**config.mk**
```make
export PLATFORM = sky130hd
export DESIGN_NAME = gpio_port_ctrl
export DESIGN_NICKNAME = d
export VERILOG_FILES = /design/src/rtl/gpio_port_pkg.sv /design/src/rtl/gpio_sync.sv /design/src/rtl/gpio_pin_cell.sv /design/src/rtl/gpio_port_ctrl.sv
export SDC_FILE = /design/constraint.sdc
export NUM_CORES = 1
export LEC_CHECK = 0
export ABC_AREA = 1
export BUFFER_PORTS_ARGS = -buffer_cell sky130_fd_sc_hd__buf_2
export CAP_MARGIN = 25
export CELL_PAD_IN_SITES_DETAIL_PLACEMENT = 1
export CELL_PAD_IN_SITES_GLOBAL_PLACEMENT = 2
export CORE_MARGIN = 3
export CORE_UTILIZATION = 23
export CTS_CLUSTER_DIAMETER = 50
export CTS_CLUSTER_SIZE = 25
export DETAILED_ROUTE_END_ITERATION = 10
export PLACE_DENSITY = 0.75
export SETUP_SLACK_MARGIN = 0.02
export SLEW_MARGIN = 5
export SYNTH_ARGS = -nofsm -noshare
export SYNTH_HDL_FRONTEND = slang
export SYNTH_SLANG_ARGS = --single-unit
export TNS_END_PERCENT = 1
```
**constraint.sdc**
```tcl
create_clock -name clk -period 0.8 [get_ports clk]
set_clock_uncertainty 0.05 [all_clocks]
set_input_delay 0 -clock clk [delete_from_list [all_inputs] [get_ports clk]]
set_output_delay 0 -clock clk [all_outputs]
set_load 0.05 [all_outputs]
```
**src/rtl/gpio_port_pkg.sv**
```systemverilog
package gpio_port_pkg;

    localparam int DEF_PINS = 8;
    localparam int MODE_W   = 2;

    typedef enum logic [MODE_W-1:0] {
        PM_ALT      = 2'b00,
        PM_OUT      = 2'b01,
        PM_IN_PU    = 2'b10,
        PM_IN_FLOAT = 2'b11
    } pin_mode_e;

    typedef struct packed {
        logic dout;
        logic oe;
        logic pu;
        logic rd;
    } pin_drive_t;

    function automatic logic mode_is_input(pin_mode_e m);
        return m[1];
    endfunction

endpackage

```
**src/rtl/gpio_sync.sv**
```systemverilog
module gpio_sync #(
    parameter int W = 8
) (
    input  logic         clk,
    input  logic         rst,
    input  logic [W-1:0] din,
    output logic [W-1:0] dout
);
    logic [W-1:0] stage1_q;
    logic [W-1:0] stage2_q;

    always_ff @(posedge clk) begin
        if (rst) begin
            stage1_q <= '0;
            stage2_q <= '0;
        end else begin
            stage1_q <= din;
            stage2_q <= stage1_q;
        end
    end

    assign dout = stage2_q;

    // Cycles since reset, saturating at 2, so the latency check only looks
    // back over cycles that followed reset.
    logic [1:0] age_q;
    always_ff @(posedge clk) begin
        if (rst)              age_q <= '0;
        else if (age_q != 2'd2) age_q <= age_q + 2'd1;
    end

    a_r8_two_cycle_latency: assert property (@(posedge clk) disable iff (rst)
        (age_q == 2'd2) |-> (dout == $past(din, 2)));

endmodule

```
**src/rtl/gpio_pin_cell.sv**
```systemverilog
module gpio_pin_cell
    import gpio_port_pkg::*;
#(
    parameter bit INPUT_ONLY = 1'b0
) (
    input  pin_mode_e  mode,
    input  logic       data_bit,
    input  logic       alt_dout,
    input  logic       alt_en,
    input  logic       pin_level,
    output pin_drive_t drv
);
    always_comb begin
        drv      = '0;
        drv.pu   = (mode == PM_IN_PU);
        drv.rd   = mode_is_input(mode) ? pin_level : data_bit;
        drv.dout = (mode == PM_ALT) ? alt_dout : data_bit;
        unique case (mode)
            PM_ALT:  drv.oe = alt_en & ~INPUT_ONLY;
            PM_OUT:  drv.oe = ~INPUT_ONLY;
            default: drv.oe = 1'b0;
        endcase
    end

endmodule

```
**src/rtl/gpio_port_ctrl.sv**
```systemverilog
module gpio_port_ctrl
    import gpio_port_pkg::*;
#(
    parameter int               NUM_PINS        = DEF_PINS,
    parameter logic [NUM_PINS-1:0] INPUT_ONLY_MASK = 8'h20
) (
    input  logic                       clk,
    input  logic                       rst,
    input  logic                       bus_we,
    input  logic                       bus_addr,
    input  logic [2*NUM_PINS-1:0]      bus_wdata,
    output logic [2*NUM_PINS-1:0]      bus_rdata,
    input  logic [NUM_PINS-1:0]        alt_out,
    input  logic [NUM_PINS-1:0]        alt_oe,
    input  logic [NUM_PINS-1:0]        pad_in,
    output logic [NUM_PINS-1:0]        pad_out,
    output logic [NUM_PINS-1:0]        pad_oe,
    output logic [NUM_PINS-1:0]        pad_pu
);
    localparam int CTRL_W = MODE_W * NUM_PINS;

    logic [NUM_PINS-1:0] data_q;
    logic [CTRL_W-1:0]   ctrl_q;
    logic [NUM_PINS-1:0] pin_sync;
    logic [NUM_PINS-1:0] rd_bits;

    always_ff @(posedge clk) begin
        if (rst) begin
            data_q <= '0;
            ctrl_q <= '1;
        end else if (bus_we) begin
            if (bus_addr) ctrl_q <= bus_wdata;
            else          data_q <= bus_wdata[NUM_PINS-1:0];
        end
    end

    gpio_sync #(.W(NUM_PINS)) sync_i (
        .clk  (clk),
        .rst  (rst),
        .din  (pad_in),
        .dout (pin_sync)
    );

    for (genvar i = 0; i < NUM_PINS; i++) begin : g_pin
        pin_drive_t drv;
        pin_mode_e  mode;
        assign mode = pin_mode_e'(ctrl_q[MODE_W*i +: MODE_W]);

        gpio_pin_cell #(.INPUT_ONLY(INPUT_ONLY_MASK[i])) cell_i (
            .mode      (mode),
            .data_bit  (data_q[i]),
            .alt_dout  (alt_out[i]),
            .alt_en    (alt_oe[i]),
            .pin_level (pin_sync[i]),
            .drv       (drv)
        );

        assign pad_out[i] = drv.dout;
        assign pad_oe[i]  = drv.oe;
        assign pad_pu[i]  = drv.pu;
        assign rd_bits[i] = drv.rd;

        a_r6_pullup_mode: assert property (@(posedge clk) disable iff (rst)
            pad_pu[i] |-> (ctrl_q[MODE_W*i +: MODE_W] == 2'b10));

        if (INPUT_ONLY_MASK[i]) begin : g_inonly
            a_r7_no_drive: assert property (@(posedge clk) disable iff (rst)
                !pad_oe[i]);
        end
    end

    always_comb begin
        bus_rdata = '0;
        if (bus_addr) bus_rdata = ctrl_q;
        else          bus_rdata[NUM_PINS-1:0] = rd_bits;
    end

    a_r2_data_write: assert property (@(posedge clk) disable iff (rst)
        (bus_we && !bus_addr) |=> (data_q == $past(bus_wdata[NUM_PINS-1:0])));

    a_r2_ctrl_write: assert property (@(posedge clk) disable iff (rst)
        (bus_we && bus_addr) |=> (ctrl_q == $past(bus_wdata)));

    a_r2_hold: assert property (@(posedge clk) disable iff (rst)
        !bus_we |=> ($stable(ctrl_q) && $stable(data_q)));

    a_r1_reset_state: assert property (@(posedge clk) disable iff (rst)
        $past(rst) |-> (ctrl_q == '1 && data_q == '0 && pad_oe == '0 && pad_pu == '0));

endmodule

```
==> results.ini <==
[clocking]
clk_latency_ns = 0.29
cts_buffer_depth = 2
numCtsBuffers = 5
root_buffer = clkbuf_8
clock_sinks = 40
cts_tree = yes
cts.htree.levels = 2
clk_pin_slew_worst_paths_ns = 0.08

[cells_and_area]
diodes = 0
area_growth_pct = 107.8
nets = 491
fin_area_um2 = 4023
layout-drive-gt1-share_pct = 58.48

[power]
p_int_mw = 4.658
swShare_pct = 31.55
power_frac_seq_pct = 32.7
p_leak_nw = 1.950
p_total_mw = 6.805
power_switching_mw = 2.147
p_comb_share_pct = 33.4
ir_drop_v = 0.001070
clkPwrFrac_pct = 33.9
p_per_area_nw_per_um2 = 1692

[setup_path]
cp.required_ns = 0.75
critPathMaxFanout = 3
cp.arrival_ns = 1.13
end_kind = primary output
critPathKind = flop to primary output
worstSetupStartpointType = flop

[outcome]
violations = setup timing
status = finished, violations left

[place]
place_area_um2 = 3008
portBuffers = 81
gp_congestion = 0.7703
dp_hpwl_mm = 4.966
place_ws_ns = -0.2465

[routing]
wl_mm = 7.168
final_antenna_net_count = 0
vias = 2286
drt_first_pass_iters = 4
drt-wirelength-per-cell_um = 13.03
routed_via_density = 4.156
drc = 0
first_iter_violations = 70

[yosys]
synthTopCellsByArea = dfxtp_1, nand2_1, nor2_1, inv_1, nand3_1
synthAdderAreaFrac_pct = 0
synth_top_family_by_area = simple AND/OR/NAND/NOR gates
synth_cells = 304
synth_fp_nets = 348
synth_mux_area_share_pct = 0
netlist_area_um2 = 1936
ys_seq_area_share_pct = 41.37
avgSynthCellArea_um2 = 6.367
synth_simple_gate_area_share_pct = 39.82
yosysUniqueCellTypes = 16
synth-compound-area-share_pct = 2.069
yosysTopAreaCellShare_pct = 41.37
ys_warn_count = 0
yosysTopAreaCell = dfxtp_1
synth-xor-area-share_pct = 0
ys_seq_elements = 40

[job]
maxCapViolCount = 0

[floorplanning]
num_io_pins = 84
dieArea_um2 = 9552
fp.dieW_um = 97.74
die_h_um = 97.74
fp.coreArea_um2 = 7928
num_rows = 32
initial_utilization_pct = 24.42

[sta]
rsz0062_at_grt = yes
setup_ws_ns = -0.3838
fmaxAchievable_mhz = 844.7
fin_crit_sh_pct = 148.0
hold_viol_final = 0
post-route-min-period_ns = 1.184
whs_ns = 0.07527
fin_setup_tns_ns = -12.55
slew_violations = 0
setup_viol = 40

[global_route]
antenna_found_initial = 0
overflow = 0
grt_pass1_wl_mm = 11.84
grt_start_max_net_pins = 25
grt_pass1_vias = 2460
groute.usage.overall_pct = 15.21

[hold_path]
hp-class = input pin to flop

## kinds of logic after synthesis
| family | count (synthesis) |
|---|---|
| buffers and inverters | 71 |
| other | 1 |
| AOI/OAI and AO/OA | 8 |
| and+or+nand+nor | 184 |
| DFF | 40 |
## worst max-delay path, stage by stage (launching register included)
cell	delay, ns
dfxtp_4	0.37
nor2_4	0.15
nand2_2	0.08
o21ai_4	0.08
buf_8	0.17
## path summary, 6_finish.rpt
path	slack, ns	cells after the start	start	to
min reg2reg	0.36	2	sync_i.stage1_q[3]	sync_i.dout[3]
max reg2reg	0	3	ctrl_q[3]	ctrl_q[3]
min	0.08	4	rst	ctrl_q[9]
max	-0.38	4	ctrl_q[4]	pad_out[2]
## cell usage after synthesis
library cell and count:
nor2_4 1, buf_2 5, o21ai_0 8, dfxtp_1 40, nand2_1 78, nand2_4 1, buf_6 2, inv_4 2
inv_2 1, nor2_1 62, buf_4 3, nand2_2 10, inv_1 57, buf_12 1, nand3_1 32, conb_1 1
## power groups by stage
stage	clock, mW	sequential (mW)	combinational (mW)
after floorplan	0	2.26	1.16
after global placement	0	2.25	1.73
after detailed placement	0	2.25	1.74
after CTS	2.36	2.23	2.21
after global routing	2.45	2.25	2.43
final	2.30	2.23	2.27
## stage by stage
stage,instances,utilization (%)
4_1_cts,550,49.42
3_5_place_dp,517,37.94
5_1_grt,550,50.74
2_1_floorplan,304,-
6_report,550,50.74
3_3_place_gp,517,37.94
## what timing repair did
item,CTS,global route
endpoints found under the hold margin,28,0
hold buffers,25,0
endpoints found under the setup margin,43,52
pin swaps,18,12
setup buffers,0,0
resized for setup,175,32
## area by class of cell
| class | count | area, um2 |
|---|---|---|
| fill | 954 | 3905 |
| tap | 102 | 127.6 |
| multi-input combinational | 193 | 1292 |
| sequential | 40 | 853.3 |
| clock buffer | 5 | 68.82 |
| timing repair buffer | 147 | 1360 |
| clock inverter | 3 | 90.09 |
| inverter | 60 | 230.2 |
## per-layer routing
layer | vias up | GRT usage, % | share of wire [%]
met5 | - | 0 | 0
met2 | 55 | 28.36 | 53
met4 | 0 | 3.727 | 1.2
li1 | 1172 | - | -
met3 | 8 | 3.286 | 5.1
met1 | 1051 | 17.60 | 40
## flip-flops by register name, summed over array words and instances, names as in the netlist
name and cells:
ctrl_q 16, data_q 8, sync_i.dout 8, sync_i.stage1_q 8
## cell usage in the layout (no fill, tap or decap), drive strengths merged
cell / Yosys / layout
buf: 11 / 122
nand2: 89 / 89
nor2: 63 / 63
inv: 60 / 60
dfxtp: 40 / 40
nand3: 32 / 32
dlygate4sd3: 0 / 25
o21ai: 8 / 8
clkbuf: 0 / 5
bufinv: 0 / 3
conb: 1 / 1
Note: power is estimated with default switching activity, not from simulation.
